--- src/rtl/sat_alu_pkg.sv ---
package sat_alu_pkg;

    localparam int unsigned WORD_W  = 32;
    localparam int unsigned N_LANES = 2;
    localparam int unsigned OP_W    = 4;

    typedef enum logic [OP_W-1:0] {
        OP_SADD  = 4'd0,
        OP_SSUB  = 4'd1,
        OP_SDBL  = 4'd2,
        OP_UADD  = 4'd3,
        OP_USUB  = 4'd4,
        OP_ADDQ  = 4'd5,
        OP_SSATW = 4'd6,
        OP_USATW = 4'd7,
        OP_SSATH = 4'd8,
        OP_USATH = 4'd9
    } sat_op_e;

    // Operation class used by the output selector.
    typedef enum logic [1:0] {
        CLS_ARITH,
        CLS_WORD,
        CLS_LANE,
        CLS_NONE
    } op_class_e;

    function automatic op_class_e classify(input logic [OP_W-1:0] op);
        case (op)
            OP_SADD, OP_SSUB, OP_SDBL, OP_UADD, OP_USUB, OP_ADDQ: return CLS_ARITH;
            OP_SSATW, OP_USATW:                                   return CLS_WORD;
            OP_SSATH, OP_USATH:                                   return CLS_LANE;
            default:                                              return CLS_NONE;
        endcase
    endfunction

endpackage

--- src/rtl/sat_addsub.sv ---
module sat_addsub
    import sat_alu_pkg::*;
#(
    parameter int unsigned W = 32
) (
    input  logic [OP_W-1:0] op,
    input  logic [W-1:0]    a,
    input  logic [W-1:0]    b,
    output logic [W-1:0]    res,
    output logic            sat
);
    localparam logic [W-1:0] SMAX   = {1'b0, {(W-1){1'b1}}};
    localparam logic [W-1:0] SMIN   = {1'b1, {(W-1){1'b0}}};
    localparam logic [W-1:0] DBL_HI = {2'b01, {(W-2){1'b0}}};
    localparam logic [W-1:0] DBL_LO = {2'b11, {(W-2){1'b0}}};

    logic [W-1:0] sum, dif, sclamp;
    logic         add_ovf, sub_ovf, dbl_pos, dbl_neg;

    always_comb begin
        sum     = a + b;
        dif     = a - b;
        add_ovf = (sum[W-1] ^ a[W-1]) & ~(a[W-1] ^ b[W-1]);
        sub_ovf = (dif[W-1] ^ a[W-1]) &  (a[W-1] ^ b[W-1]);
        sclamp  = a[W-1] ? SMIN : SMAX;
        dbl_pos = !a[W-1] && (a >= DBL_HI);
        dbl_neg =  a[W-1] && (a <= DBL_LO);
    end

    always_comb begin
        res = '0;
        sat = 1'b0;
        case (sat_op_e'(op))
            OP_SADD: begin
                sat = add_ovf;
                res = add_ovf ? sclamp : sum;
            end
            OP_SSUB: begin
                sat = sub_ovf;
                res = sub_ovf ? sclamp : dif;
            end
            OP_ADDQ: begin
                sat = add_ovf;
                res = sum;
            end
            OP_SDBL: begin
                sat = dbl_pos | dbl_neg;
                res = dbl_pos ? SMAX : (dbl_neg ? SMIN : {a[W-2:0], 1'b0});
            end
            OP_UADD: begin
                sat = sum < a;
                res = sat ? {W{1'b1}} : sum;
            end
            OP_USUB: begin
                sat = b > a;
                res = sat ? '0 : dif;
            end
            default: begin
                res = '0;
                sat = 1'b0;
            end
        endcase
    end
endmodule

--- src/rtl/sat_clamp.sv ---
module sat_clamp #(
    parameter int unsigned W   = 32,
    parameter int unsigned S_W = $clog2(W)
) (
    input  logic [W-1:0]   v,
    input  logic [S_W-1:0] s,
    input  logic           is_signed,
    output logic [W-1:0]   res,
    output logic           sat
);
    logic signed [W:0] vx, lim, hi, lo;

    always_comb begin
        vx  = {v[W-1], v};
        lim = {{W{1'b0}}, 1'b1} << s;
        hi  = lim - 1'b1;
        lo  = -lim;
        res = v;
        sat = 1'b0;
        if (is_signed) begin
            if (vx > hi) begin
                res = hi[W-1:0];
                sat = 1'b1;
            end else if (vx < lo) begin
                res = lo[W-1:0];
                sat = 1'b1;
            end
        end else begin
            if (v[W-1]) begin
                res = '0;
                sat = 1'b1;
            end else if (vx > hi) begin
                res = hi[W-1:0];
                sat = 1'b1;
            end
        end
    end
endmodule

--- src/rtl/sat_alu.sv ---
module sat_alu
    import sat_alu_pkg::*;
#(
    parameter int unsigned DATA_W = WORD_W,
    parameter int unsigned LANES  = N_LANES
) (
    input  logic                        clk,
    input  logic                        rst,
    input  logic [OP_W-1:0]             op_i,
    input  logic [DATA_W-1:0]           a_i,
    input  logic [DATA_W-1:0]           b_i,
    input  logic [$clog2(DATA_W)-1:0]   width_i,
    input  logic                        q_clr_i,
    output logic [DATA_W-1:0]           res_o,
    output logic                        sat_o,
    output logic                        q_o
);
    localparam int unsigned WID_W  = $clog2(DATA_W);
    localparam int unsigned LANE_W = DATA_W / LANES;
    localparam int unsigned LS_W   = $clog2(LANE_W);

    logic [DATA_W-1:0] ar_res, wd_res, ln_res;
    logic              ar_sat, wd_sat;
    logic [LANES-1:0]  ln_sat;
    logic [LS_W-1:0]   lane_s;
    op_class_e         cls;
    logic              q_q;

    assign cls = classify(op_i);

    sat_addsub #(.W(DATA_W)) u_addsub (
        .op (op_i),
        .a  (a_i),
        .b  (b_i),
        .res(ar_res),
        .sat(ar_sat)
    );

    sat_clamp #(.W(DATA_W), .S_W(WID_W)) u_word (
        .v        (a_i),
        .s        (width_i),
        .is_signed(op_i == OP_SSATW),
        .res      (wd_res),
        .sat      (wd_sat)
    );

    // Lane widths beyond the lane maximum act as the maximum.
    assign lane_s = (width_i > WID_W'(LANE_W - 1)) ? LS_W'(LANE_W - 1)
                                                   : width_i[LS_W-1:0];

    for (genvar l = 0; l < LANES; l++) begin : g_lane
        sat_clamp #(.W(LANE_W), .S_W(LS_W)) u_lane (
            .v        (a_i[l*LANE_W +: LANE_W]),
            .s        (lane_s),
            .is_signed(op_i == OP_SSATH),
            .res      (ln_res[l*LANE_W +: LANE_W]),
            .sat      (ln_sat[l])
        );
    end

    always_comb begin
        case (cls)
            CLS_ARITH: begin res_o = ar_res; sat_o = ar_sat;  end
            CLS_WORD:  begin res_o = wd_res; sat_o = wd_sat;  end
            CLS_LANE:  begin res_o = ln_res; sat_o = |ln_sat; end
            default:   begin res_o = '0;     sat_o = 1'b0;    end
        endcase
    end

    // Sticky flag: a saturation in the clearing cycle wins.
    always_ff @(posedge clk) begin
        if (rst) q_q <= 1'b0;
        else     q_q <= (q_q & ~q_clr_i) | sat_o;
    end

    assign q_o = q_q;
endmodule

--- config.mk ---
export PLATFORM = sky130hd
export DESIGN_NAME = sat_alu
export DESIGN_NICKNAME = d
export VERILOG_FILES = /design/src/rtl/sat_alu_pkg.sv /design/src/rtl/sat_addsub.sv /design/src/rtl/sat_clamp.sv /design/src/rtl/sat_alu.sv
export SDC_FILE = /design/constraint.sdc
export NUM_CORES = 1
export LEC_CHECK = 0
export BUFFER_PORTS_ARGS = -buffer_cell sky130_fd_sc_hd__buf_2
export CORE_MARGIN = 1.5
export CORE_UTILIZATION = 63
export DETAILED_ROUTE_END_ITERATION = 12
export HOLD_SLACK_MARGIN = 0.08
export PLACE_DENSITY = 0.83
export SLEW_MARGIN = 20
export SYNTH_ARGS = -nofsm -noshare
export SYNTH_HDL_FRONTEND = slang
export SYNTH_SLANG_ARGS = --single-unit
--- constraint.sdc ---
create_clock -name clk -period 9.85 [get_ports clk]
set_input_delay 2.4625 -clock clk [delete_from_list [all_inputs] [get_ports clk]]
set_output_delay 2.4625 -clock clk [all_outputs]
set_load 0.01 [all_outputs]
# Word-level counts from Yosys, hierarchy flattened

Memory sizes are Yosys's and may differ from the RTL's.
Index checks and enable logic that the tools add are counted.

Bits in read-only memories: 32
Word-level logic and storage cells: 89
Flip-flop bits (word level): 1
Memories: 1

Equal/unequal tests: 9
Bitwise operators: 10
Reduce and logical (&&, ||, !) cells: 7
Shifts and indexed selects: 2
Muxes and demuxes: 42
Magnitude comparators: 11
Add/sub/neg operators: 6

Memories:

| memory          | words | bits a word | read ports | clocked after Yosys merged registers in | write ports | RTL line          | source |
|---|---|---|---|---|---|---|---|
| (no name shown) | 16    | 2           | 1          | 0                                       | 0           | sat_alu_pkg.sv:29 | `case (op)` |

Operator list:

| cell                                                                    | count |
|---|---|
| 32-bit two-way mux                                                      | 12 |
| 32-bit case mux with 6 select lines                                     | 1 |
| 16-bit two-way mux                                                      | 10 |
| 32-bit case mux with 3 select lines                                     | 1 |
| 16-bit by 17-bit > comparator with 1-bit output                         | 2 |
| 16-bit by 17-bit < comparator with 1-bit output                         | 2 |
| 32-bit by 33-bit > comparator with 1-bit output                         | 1 |
| 32-bit by 33-bit < comparator with 1-bit output                         | 1 |
| 33-bit negator                                                          | 1 |
| 1-bit by 5-bit << shifter with 33-bit output, first input constant      | 1 |
| 33-bit by 1-bit subtractor with 33-bit output, second input constant    | 1 |
| 32-bit adder                                                            | 1 |
| 32-bit by 31-bit >= comparator with 1-bit output, second input constant | 1 |
| 32-bit > comparator                                                     | 1 |
| 32-bit less-or-equal comparator, second input constant                  | 1 |
| 32-bit < comparator                                                     | 1 |
| 32-bit subtractor                                                       | 1 |
| 17-bit negator                                                          | 1 |
| 1-bit by 4-bit << shifter with 17-bit output, first input constant      | 1 |
| 17-bit by 1-bit subtractor with 17-bit output, second input constant    | 1 |
| 1-bit two-way mux                                                       | 15 |
| 4-bit by 3-bit equality test with 1-bit output, second input constant   | 3 |
| 4-bit by 2-bit equality test with 1-bit output, second input constant   | 2 |
| 5-bit by 4-bit > comparator with 1-bit output, second input constant    | 1 |
| 16 further kinds                                                        | 24 |

# Logic depth before layout (Yosys ltp)

Depth after elaboration: 11
Gate-level depth with buffers: 26
Gate-level depth less buffers: 23

# By module

Synthesis repeated with hierarchy kept, for this count alone.

Cells, all modules: 2092
Area, all modules: 13599.3 sq um

By module, submodules not included:

| module                            | instances | area each (sq um) | cells an instance |
|---|---|---|---|
| sat_addsub                        | 1         | 5516.5            | 844 |
| sat_clamp at g_lane[0].u_lane ... | 2         | 1774.2            | 269 |
| sat_clamp at u_word               | 1         | 3324.4            | 511 |
| sat_alu                           | 1         | 1209.9            | 199 |

# Worst setup path before layout

OpenSTA, ideal clock, no wires.

Path type: in2out
From: input port a_i[0]
To: output port res_o[11]
Setup slack: 332 ps
Arrival time: 7056 ps
Cell stages on the path: 23
Data required time: 7388 ps
Cells stage by stage: ha_1 -> fa_1 -> nand2b_1 -> a21oi_1 -> a311o_1 -> a21oi_1 -> o21ai_1 -> a21oi_1 -> o21bai_1 -> a31oi_1 -> xnor2_1 -> ha_1 -> and3_1 -> and2_1 -> a221oi_1 -> o2111ai_1 -> nand2_1 -> nor2_1 -> nand2_1 -> clkbuf_1 -> clkbuf_1 -> nor3_1 -> o211ai_1

Cells in the longest elaborated chain, start to end: 6
Elaborated cells on any way between the ends: 34

Ends and longest elaborated chain:

| element                                              | RTL line      | source |
|---|---|---|
| start: declaration                                   | sat_alu.sv:10 | `input logic [DATA_W-1:0] a_i,` |
| branches (longest 5 deep; another with 32-bit adder) | --            |  |
| 32-bit case mux with 3 select lines (*)              | sat_alu.sv:62 | `case (cls)` |
| end: declaration                                     | sat_alu.sv:14 | `output logic [DATA_W-1:0] res_o,` |

Mark *: on every way between the ends.

# Worst setup path after layout

From: input port width_i[4]
To: output port res_o[16]

Cells in the longest elaborated chain, start to end: 9
Elaborated cells on any way between the ends: 23

Ends and longest elaborated chain:

| element                                                                                                                   | RTL line                                          | source |
|---|---|---|
| start: declaration                                                                                                        | sat_alu.sv:12                                     | `input logic [$clog2(DATA_W)-1:0] width_i,` |
| 5-bit by 4-bit > comparator with 1-bit output                                                                             | sat_alu.sv:48                                     | `assign lane_s = (width_i > WID_W'(LANE_W - 1)) ? LS_W'(LANE_W - 1)` |
| 4-bit two-way mux                                                                                                         | sat_alu.sv:48                                     |  |
| 1-bit by 4-bit << shifter with 17-bit output                                                                              | sat_clamp.sv:15                                   | `lim = {{W{1'b0}}, 1'b1} << s;` |
| 17-bit by 1-bit subtractor with 17-bit output / 17-bit negator (equally long branches)                                    | sat_clamp.sv:16, sat_clamp.sv:17                  |  |
| 16-bit by 17-bit > comparator with 1-bit output / 16-bit by 17-bit < comparator with 1-bit output (equally long branches) | sat_clamp.sv:21, sat_clamp.sv:32, sat_clamp.sv:24 |  |
| 16-bit two-way mux, on equally long branches                                                                              | sat_clamp.sv:32, sat_clamp.sv:24                  |  |
| 16-bit two-way mux, on equally long branches                                                                              | sat_clamp.sv:29, sat_clamp.sv:21                  |  |
| 16-bit two-way mux                                                                                                        | sat_clamp.sv:20                                   | `if (is_signed) begin` |
| 32-bit case mux with 3 select lines (*)                                                                                   | sat_alu.sv:62                                     |  |

Every way passes the cells marked *; elsewhere a longest branch is shown, timed or not.

==> qor.txt <==
outcome: complete, but fails checks
failing checks: setup timing
Hold Vio Cnt, Final: 0
Synth cell types: 82
number of global-route vias before repair: 13227
GPL Wtd Cong: 1.14
Core Region: 0.0166 mm2
layout cells sized above 1: 0.242
RSZ-0062 raised after global routing: true
Layout Nets: 2182
Yosys reg bits: 1
Critical Path Sink Type: output port
Setup WS pre-CTS: -134 ps
Max-cap violations: 0
Design Area, Final: 0.0135 mm2
Max Clk Rate: 0.101 GHz
ys async rst share: 0
Tot GR Track Use: 0.508
ANT cells: 0
die area: 0.0179 mm2
initial antenna violation count: 0
Worst Path Arrival: 7390 ps
post-synthesis mux area share: 0.0369
area of the multi-input gates: 0.0103 mm2
DRT antenna net count: 0
clk_lat worst skew: 0 ps
largest net degree at the start of global routing: 32
Slew Limit Fails: 0
sequential share of the synthesized area: 0.00186
Die Width: 134 um
Pwr Density: 69.4 mW/mm2
largest family of logic cells by synthesized area: compound AO/OA/AOI/OAI gates
Detailed Route WL: 48900 um
Rel. slew slack: 0.256
number of synthesized flops with an enable pin: 0
Seq. cell area: 20.0 um2
placement-stage cell area: 0.0129 mm2
first-pass GRT wire length: 71400 um
# DRC: 0
Syn Area/Cell: 6.66 um2
DR vias/cell: 7.07
Pwr Total: 0.936 mW
Post-Synth XOR/XNOR Area: 0.0456
Worst Tran Pin Value: 1120 ps
Synth Cell Area: 0.0107 mm2
Crit Path Class: in2out
per-cell routed wire length: 23.4 um
Compound-Gate Fraction of Synth Area: 0.336
Setup Skew: 0 ps
drt first pass iters: 8
Final HPWL DP: 38300 um
max FFs per register: 1
total grt overflow: 0
endpoints failing setup: 1
part of the cycle the worst path needs: 1.00
PortBufs: 109
Leak: 6.50 nW
Tmin final: 9850 ps
Worst setup SP type: input port
cell row count: 47
VDD IR max: 0.0573 mV
Synth Area in Simple Gates: 0.220
height of the die: 134 um
clock transition at the registers of the reported paths: 0 ps
Max FO, Critical Path: 3
Starting Density: 0.646
initial drt markers: 2395
Post-Synthesis Cells: 1614
type of the tightest min-delay check: reg2reg
P&R area growth vs syn: 25.5%
hold buffer count at cts: 0
setup ws final: -4.98 ps
CP required: 7390 ps
Ys Warns: 0
adder-cell share of the synthesized area: 0.273
Boundary Pins: 110
number of fill cells: 1241
via count: 14778
ys flop type: dfxtp_1
through the flow:
stage / util / hold slack, ps / cells / TNS (ps)
3_3_place_gp: 0.774 / 475 / 2078 / 0
3_5_place_dp: 0.774 / 499 / 2078 / -453
5_1_grt: 0.810 / 536 / 2091 / -463
6_report: 0.810 / 510 / 2091 / -4.98
4_1_cts: 0.776 / 496 / 2078 / 0
2_1_floorplan: - / 503 / 1622 / 0
critical path, cell delays in order:
cell and delay [ps]:
buf_6 90, or3_4 380, buf_6 130, or3_4 390, buf_6 140, ha_4 150
or3_1 380, a21oi_2 160, a21oi_2 70, inv_2 100, ha_4 210, a211o_1 300
a21oi_2 180, nand4b_1 110, a211o_1 350, a21o_1 190, and3_4 170, o31a_1 320
or4_4 540, a221oi_2 180, a21bo_1 250, buf_2 140
placed cells by master (no fill, tap or decap), drive strengths merged, types with 8 or more instances in the layout:
cell,Yosys,routed
a21o,27,27
a22oi,8,8
and2,9,9
xnor2,49,49
o21ai,106,106
a221o,9,9
and3,11,11
o211ai,25,25
nand2,128,128
a31oi,13,13
a211oi,26,26
o21bai,15,15
nor4,24,24
or2,8,8
nand3,32,32
inv,157,157
nor2,163,163
o21a,13,13
a2111oi,16,16
conb,2,10
mux2i,34,34
ha,230,230
a221oi,12,12
o22ai,38,38
buf,17,330
nor2b,17,17
or3,16,16
nand2b,12,12
nor3,30,30
o221ai,10,10
a21oi,154,154
o31ai,13,13
nand4,25,25
layer usage:
metal	track usage	wire, um	vias up
li1	-	-	6471
met1	0.627	17200	6579
met2	0.765	19700	1322
met3	0.158	7500	406
met4	0.325	4550	0
met5	0	0	-
synth_stat cells (all sizes together) (27+ instances only):
cell,count,area share
mux2i,34,0.032
nand3,32,0.015
inv,157,0.055
xnor2,49,0.040
nand2,128,0.045
nor3,30,0.014
o21ai,106,0.049
ha,230,0.27
a21oi,154,0.072
a21o,27,0.019
clkbuf,64,0.022
nor2,163,0.057
o22ai,38,0.022
cell type report:
cell class | instances | area share
tap | 220 | 0.0204
multi-input combinational | 1382 | 0.764
timing repair buffer | 330 | 0.170
sequential | 1 | 0.00148
inverter | 158 | 0.0440
cell families after synthesis:
group                      count (synthesis)
other                                      2
AOI/OAI and AO/OA                        545
and+or+nand+nor                          499
buffers and inverters                    239
adders and majority gates                233
DFF                                        1
muxes                                     39
xor gates and xnor gates                  56
timing repair:
action	4_1_cts	5_1_grt
buffers inserted	0	14
endpoints found under the setup margin	10	32
hold endpoints to repair	0	0
gates resized for setup	9	107
pin swaps	2	50
worst paths after layout:
| path | startpoint | to | slack (ps) | cells after the start |
|---|---|---|---|---|
| setup reg to reg | q_o | q_o | 9230 | 2 |
| hold / removal | q_o | q_o | 510 | 2 |
| setup / recovery | width_i[4] | res_o[16] | -5 | 22 |
| hold reg to reg | q_o | q_o | 510 | 2 |
where the power goes:
| group | leakage [nW] | total [mW] | switching (mW) | internal, mW |
|---|---|---|---|---|
| Clock | 0 | 0 | 0 | 0 |
| Combinational | 6.50 | 0.931 | 0.553 | 0.379 |
| Sequential | 0.00830 | 0.00500 | 0.000304 | 0.00470 |
(Power assumes the default switching activity.)
